## config.mk

```make
export PLATFORM = sky130hd
export DESIGN_NAME = sector_lock_bank
export DESIGN_NICKNAME = d
export VERILOG_FILES = /design/src/rtl/seclock_pkg.sv /design/src/rtl/seclock_dec.sv /design/src/rtl/seclock_cell.sv /design/src/rtl/sector_lock_bank.sv
export SDC_FILE = /design/constraint.sdc
export NUM_CORES = 1
export LEC_CHECK = 0
export BUFFER_PORTS_ARGS = -buffer_cell sky130_fd_sc_hd__buf_2
export CORE_MARGIN = 8
export CORE_UTILIZATION = 49
export DETAILED_ROUTE_END_ITERATION = 8
export PLACE_DENSITY_LB_ADDON = 0.12
export SLEW_MARGIN = 20
export SYNTH_ARGS = -nofsm -noshare
export SYNTH_HDL_FRONTEND = slang
export SYNTH_HIERARCHICAL = 1
export SYNTH_SLANG_ARGS = --single-unit
```

## constraint.sdc

```tcl
create_clock -name clk -period 8.4 [get_ports clk]
set_input_delay 2.1 -clock clk [delete_from_list [all_inputs] [get_ports clk]]
set_output_delay 2.1 -clock clk [all_outputs]
set_load 0.005 [all_outputs]
```

## src/rtl/seclock_pkg.sv

```systemverilog
package seclock_pkg;
  localparam int ADDR_W  = 19;
  localparam int DATA_W  = 8;
  localparam int NSEC    = 11;
  localparam int SEC_W   = $clog2(NSEC);
  localparam int TOP_SEC = NSEC - 1;
  localparam int REG_OFS = 2;
  localparam int LOCK_W  = 3;

  typedef logic [SEC_W-1:0]  sec_t;
  typedef logic [ADDR_W-1:0] addr_t;

  typedef struct packed {
    logic rd_lock;
    logic down;
    logic wr_lock;
  } lock_t;

  localparam lock_t LOCK_RST = '{rd_lock: 1'b0, down: 1'b0, wr_lock: 1'b1};

  function automatic sec_t sec_of(addr_t a);
    if (a[ADDR_W-1:16] != '0) return sec_t'({1'b0, a[ADDR_W-1:16]} + 4'd3);
    else if (a[15])           return sec_t'(3);
    else if (a[14])           return sec_t'(2);
    else if (a[13])           return sec_t'(1);
    else                      return sec_t'(0);
  endfunction

  function automatic addr_t base_of(sec_t s);
    case (s)
      sec_t'(0): return addr_t'(0);
      sec_t'(1): return addr_t'(20'h02000);
      sec_t'(2): return addr_t'(20'h04000);
      sec_t'(3): return addr_t'(20'h08000);
      default:   return addr_t'({5'd0, s} - 9'd3) << 16;
    endcase
  endfunction
endpackage

```

## src/rtl/seclock_dec.sv

```systemverilog
module seclock_dec
  import seclock_pkg::*;
(
  input  addr_t addr,
  output sec_t  sec,
  output logic  reg_hit
);
  always_comb begin
    sec     = sec_of(addr);
    reg_hit = (addr == base_of(sec) + addr_t'(REG_OFS));
  end
endmodule

```

## src/rtl/seclock_cell.sv

```systemverilog
module seclock_cell
  import seclock_pkg::*;
(
  input  logic  clk,
  input  logic  rst_n,
  input  logic  wr_en,
  input  lock_t wr_val,
  output lock_t q
);
  always_ff @(posedge clk or negedge rst_n) begin
    if (!rst_n)                q <= LOCK_RST;
    else if (wr_en && !q.down) q <= wr_val;
  end

  AST_LOCKDOWN_HOLD: assert property (@(posedge clk) disable iff (!rst_n)
    q.down |=> $stable(q));
endmodule

```

## src/rtl/sector_lock_bank.sv

```systemverilog
module sector_lock_bank
  import seclock_pkg::*;
(
  input  logic              clk,
  input  logic              rst_n,
  input  logic              req_valid,
  output logic              req_ready,
  input  logic              req_write,
  input  logic [ADDR_W-1:0] req_addr,
  input  logic [DATA_W-1:0] req_wdata,
  output logic              rsp_valid,
  input  logic              rsp_ready,
  output logic [DATA_W-1:0] rsp_rdata,
  input  logic [ADDR_W-1:0] q_addr,
  input  logic              tbl_n,
  input  logic              wp_n,
  output logic              may_read,
  output logic              may_write
);
  sec_t  r_sec, q_sec;
  logic  r_hit, q_hit_unused;
  logic  accept;
  lock_t regs [NSEC];
  lock_t r_sel, q_sel;

  seclock_dec u_rdec (.addr(req_addr), .sec(r_sec), .reg_hit(r_hit));
  seclock_dec u_qdec (.addr(q_addr),   .sec(q_sec), .reg_hit(q_hit_unused));

  assign req_ready = !rsp_valid || rsp_ready;
  assign accept    = req_valid && req_ready;

  for (genvar i = 0; i < NSEC; i++) begin : g_cell
    seclock_cell u_cell (
      .clk    (clk),
      .rst_n  (rst_n),
      .wr_en  (accept && req_write && r_hit && (r_sec == sec_t'(i))),
      .wr_val (lock_t'(req_wdata[LOCK_W-1:0])),
      .q      (regs[i])
    );
  end

  always_comb begin
    r_sel = '0;
    q_sel = '0;
    for (int i = 0; i < NSEC; i++) begin
      if (r_sec == sec_t'(i)) r_sel = regs[i];
      if (q_sec == sec_t'(i)) q_sel = regs[i];
    end
  end

  always_ff @(posedge clk or negedge rst_n) begin
    if (!rst_n) begin
      rsp_valid <= 1'b0;
      rsp_rdata <= '0;
    end else if (accept && !req_write) begin
      rsp_valid <= 1'b1;
      rsp_rdata <= r_hit ? DATA_W'(r_sel) : '0;
    end else if (rsp_ready) begin
      rsp_valid <= 1'b0;
    end
  end

  always_comb begin
    may_read  = !q_sel.rd_lock;
    may_write = !q_sel.wr_lock && ((q_sec == sec_t'(TOP_SEC)) ? tbl_n : wp_n);
  end

  AST_RSP_HOLD: assert property (@(posedge clk) disable iff (!rst_n)
    rsp_valid && !rsp_ready |=> rsp_valid && $stable(rsp_rdata));
  AST_RDATA_HIGH_ZERO: assert property (@(posedge clk) disable iff (!rst_n)
    rsp_valid |-> rsp_rdata[DATA_W-1:LOCK_W] == '0);
  AST_TOP_PIN_BLOCKS: assert property (@(posedge clk) disable iff (!rst_n)
    (q_sec == sec_t'(TOP_SEC)) && !tbl_n |-> !may_write);
  AST_WP_PIN_BLOCKS: assert property (@(posedge clk) disable iff (!rst_n)
    (q_sec != sec_t'(TOP_SEC)) && !wp_n |-> !may_write);
  AST_READ_FOLLOWS_LOCK: assert property (@(posedge clk) disable iff (!rst_n)
    may_read |-> !q_sel.rd_lock);
endmodule

```

==> metrics.md <==
| Metric | Value |
|---|---|
| Status | `finished clean` |
| Setup CP Type | `primary input to register` |
| Core ar. | `0.00551 mm^2` |
| Critical path launch point type | `primary input` |
| Width of the chip | `91.6 um` |
| Final RePlAce weighted congestion | `0.812` |
| Per-cell via count in the routed design | `5.67` |
| Final Max Tran Viols | `0` |
| Areal power density over the cells | `120 mW/mm^2` |
| Depth of the critical timing path with buffers and inverters included | `17` |
| Static Leak | `1.41 nW` |
| Worst Tran Pin Value | `832 ps` |
| Effective utilization at floorplan | `50.8%` |
| Post-Synthesis Mean Instance Area | `10.8 um^2` |
| Beginning of the critical path | `req_addr[17]` |
| Max Clock Skew | `5.54 ps` |
| Total gr overflow | `0` |
| Overall die height | `91.6 um` |
| Worst Hold Class | `register to register` |
| Switching part of the total power | `29.6%` |
| Number of standard cells in the final layout excluding fillers | `373` |
| Total Die Area | `0.00839 mm^2` |
| Setup_tns | `0 ps` |
| Average detailed-routed wire length per instance | `16.9 um` |
| Endpoint type of the worst setup path | `register` |
| Count of TritonRoute iterations in the first routing pass | `4` |
| Critical path capture point | `g_cell[0].u_cell/q[2]` |
| Cts repair resizes | `0` |
| Cell count after placement | `365` |
| Highest clock rate | `158 MHz` |
| Post-DP HPWL | `4700 um` |
| Hold-fix buffer count after cts | `0` |
| Routed wire length | `6300 um` |
| Reg-to-reg endpoint | `g_cell[0].u_cell/q[2]` |
| CP Data Required Time | `8580 ps` |
| Synth Warn # | `6` |
| Buffers & Inverters on Critical Path | `4` |
| Internal portion of total power | `0.264 mW` |
| Antenna fix cells | `0` |
| Area taken by multi-input logic gates | `0.00173 mm^2` |
| Post-CTS clock slew at the launch and capture registers of the worst setup and hold paths | `80 ps` |
| CTS tree | `yes` |
| Series of cell instances along the critical path | `buf_2 -> inv_1 -> ha_1 -> nor2b_1 -> mux2i_2 -> buf_4 -> inv_1 -> ha_1 -> xor2_1 -> o2111ai_1 -> o211ai_1 -> a2111oi_2 -> nand4_2 -> or3_1 -> nor3_1 -> nor2b_4 -> mux2_4` |
| Slew margin rel. | `44.4%` |
| Initial antenna violation count | `0` |
| Maximum count of clock buffers along a single path | `2` |
| Global-route wire length before repair | `10,400 um` |
| Max capacitance violation total | `0` |
| Via total after detailed routing | `2,115` |
| Part of the power in the clock network | `33.0%` |
| Slack of the worst reg-to-reg path | `6230 ps` |
| Master of the slowest instance on the critical path | `a2111oi_2` |
| Number of inserted filler cells in the final layout | `492` |
| Hold Path Cell Cnt | `1` |
| Data arrival time of the critical path | `6530 ps` |
| Clk Latency, worst-skew pair | `290 ps` |
| Logic depth of the worst register-to-register path | `6` |
| Final critical-path share of the clock period | `75.6%` |
| GRT Overall Usage | `15.1%` |
| Cell Area, Synth | `0.00280 mm^2` |
| Largest delay share family, worst path | `simple AND/OR/NAND/NOR gates` |
| Cts bufs inserted | `5` |
| Final critical delay including setup and external delays | `6350 ps` |
| Io pins | `65` |
| Root Driver | `clkbuf_8` |
| Hold violation total from the final report | `0` |
| Number of setup violations in the final report | `0` |
| Vias in the first global route | `2,181` |
| Initial DRC count | `91` |
| Flip-flop and latch area | `940 um^2` |
| R2r startpoint | `rsp_valid` |
| Post-Synthesis Cells | `260` |
| Layout cell share with drive strength beyond 1 | `39.9%` |
| Power share of the combinational group | `19.2%` |
| Standard-cell rows | `27` |
| Post-CTS Setup Inserts | `0` |
| Register share of total power | `47.8%` |
| Highest net fanout along the worst path | `24` |
| # DRC | `0` |
| Longest individual stage delay on the worst path | `810 ps` |
| Pin count of the biggest net entering global routing | `38` |
| Synth-to-layout area growth | `11.6%` |
| Port buffer count | `41` |
| Worst vdd ir | `0.111 mV` |
| H-tree levels | `2` |
| Clock Sinks | `37` |
| Count of antenna-violating nets left after detailed routing | `0` |
| Unrepaired setup endpoints after global routing | `no` |
| Sw Pwr | `0.111 mW` |
| Net count, final | `360` |
-- worst reg2reg max path: stages, from the launching register on --
cell,delay (ps)
dfrtp_1,380
nand2b_1,250
nand4_2,200
or3_1,450
nor3_1,240
nor2b_4,240
mux2_4,300
-- cells in the final DEF, fill, tap and decap left out, drive strengths merged, types with 2 or more instances in the layout --
cell	n
o2111ai	4
mux2	26
a22o	4
xor2	3
nor2	20
and2b	2
a21oi	7
o22a	3
a22oi	4
nor4b	2
inv	12
nand2	9
clkbuf	5
mux2i	10
o21ai	4
a2bb2oi	2
dfstp	11
o22ai	3
conb	5
a21o	11
a221oi	3
nor3	6
o21a	2
mux4	2
nand2b	11
nand3	2
o31a	2
and2	2
o211ai	5
nor4	5
ha	7
nor2b	17
or3	5
buf	44
clkinv	2
dfrtp	26
-- area by class of cell --
type | count | share of cell area, %
well taps | 72 | 2.88
multi-input cells | 200 | 55.5
clock inverters | 3 | 0.561
inverters | 12 | 1.44
flip-flops and latches | 37 | 30.1
clock buffers | 5 | 2.20
repair buffers | 44 | 7.29
-- registers in the layout, indices dropped and copies added (netlist names) --
| register | flops |
|---|---|
| rsp_rdata | 3 |
| rsp_valid | 1 |
| g_cell.u_cell/q | 33 |
-- how the worst min path moves through the flow --
stage	start	end	slack, ps
after CTS	g_cell[5].u_cell/q[1]	g_cell[5].u_cell/q[1]	540
after global placement	g_cell[0].u_cell/q[1]	g_cell[0].u_cell/q[1]	520
after global routing	g_cell[1].u_cell/q[1]	g_cell[1].u_cell/q[1]	560
after detailed placement	g_cell[5].u_cell/q[1]	g_cell[5].u_cell/q[1]	520
after floorplan	g_cell[7].u_cell/q[2]	g_cell[7].u_cell/q[2]	490
final	g_cell[5].u_cell/q[1]	g_cell[5].u_cell/q[1]	540
-- power by group through the flow --
stage	registers [mW]	clock network, mW	logic [mW]
floorplan	0.182	0	0.0484
global placement	0.182	0	0.0706
detailed placement	0.182	0	0.0716
CTS	0.179	0.127	0.0718
global route	0.179	0.135	0.0801
finish	0.179	0.124	0.0718
-- stage by stage --
| step | utilization, % | instance area, um^2 | setup slack, ps | total power, mW | hold WS [ps] |
|---|---|---|---|---|---|
| 2_1_floorplan | - | 2810 | 2630 | 0.231 | 492 |
| 3_3_place_gp | 55.1 | 3040 | 1860 | 0.253 | 520 |
| 3_5_place_dp | 55.1 | 3040 | 1830 | 0.254 | 525 |
| 4_1_cts | 56.7 | 3120 | 2120 | 0.378 | 542 |
| 5_1_grt | 56.7 | 3120 | 1820 | 0.394 | 556 |
| 6_report | 56.7 | 3120 | 2050 | 0.374 | 539 |
-- per-layer routing --
metal | vias to the layer above | track usage, % | share of wire [%]
met4 | 0 | 5.59 | 1.6
met1 | 1009 | 20.0 | 48
li1 | 1036 | - | -
met3 | 8 | 4.44 | 7.8
met5 | - | 0 | 0
met2 | 62 | 22.7 | 43
(Power assumes the default switching activity.)
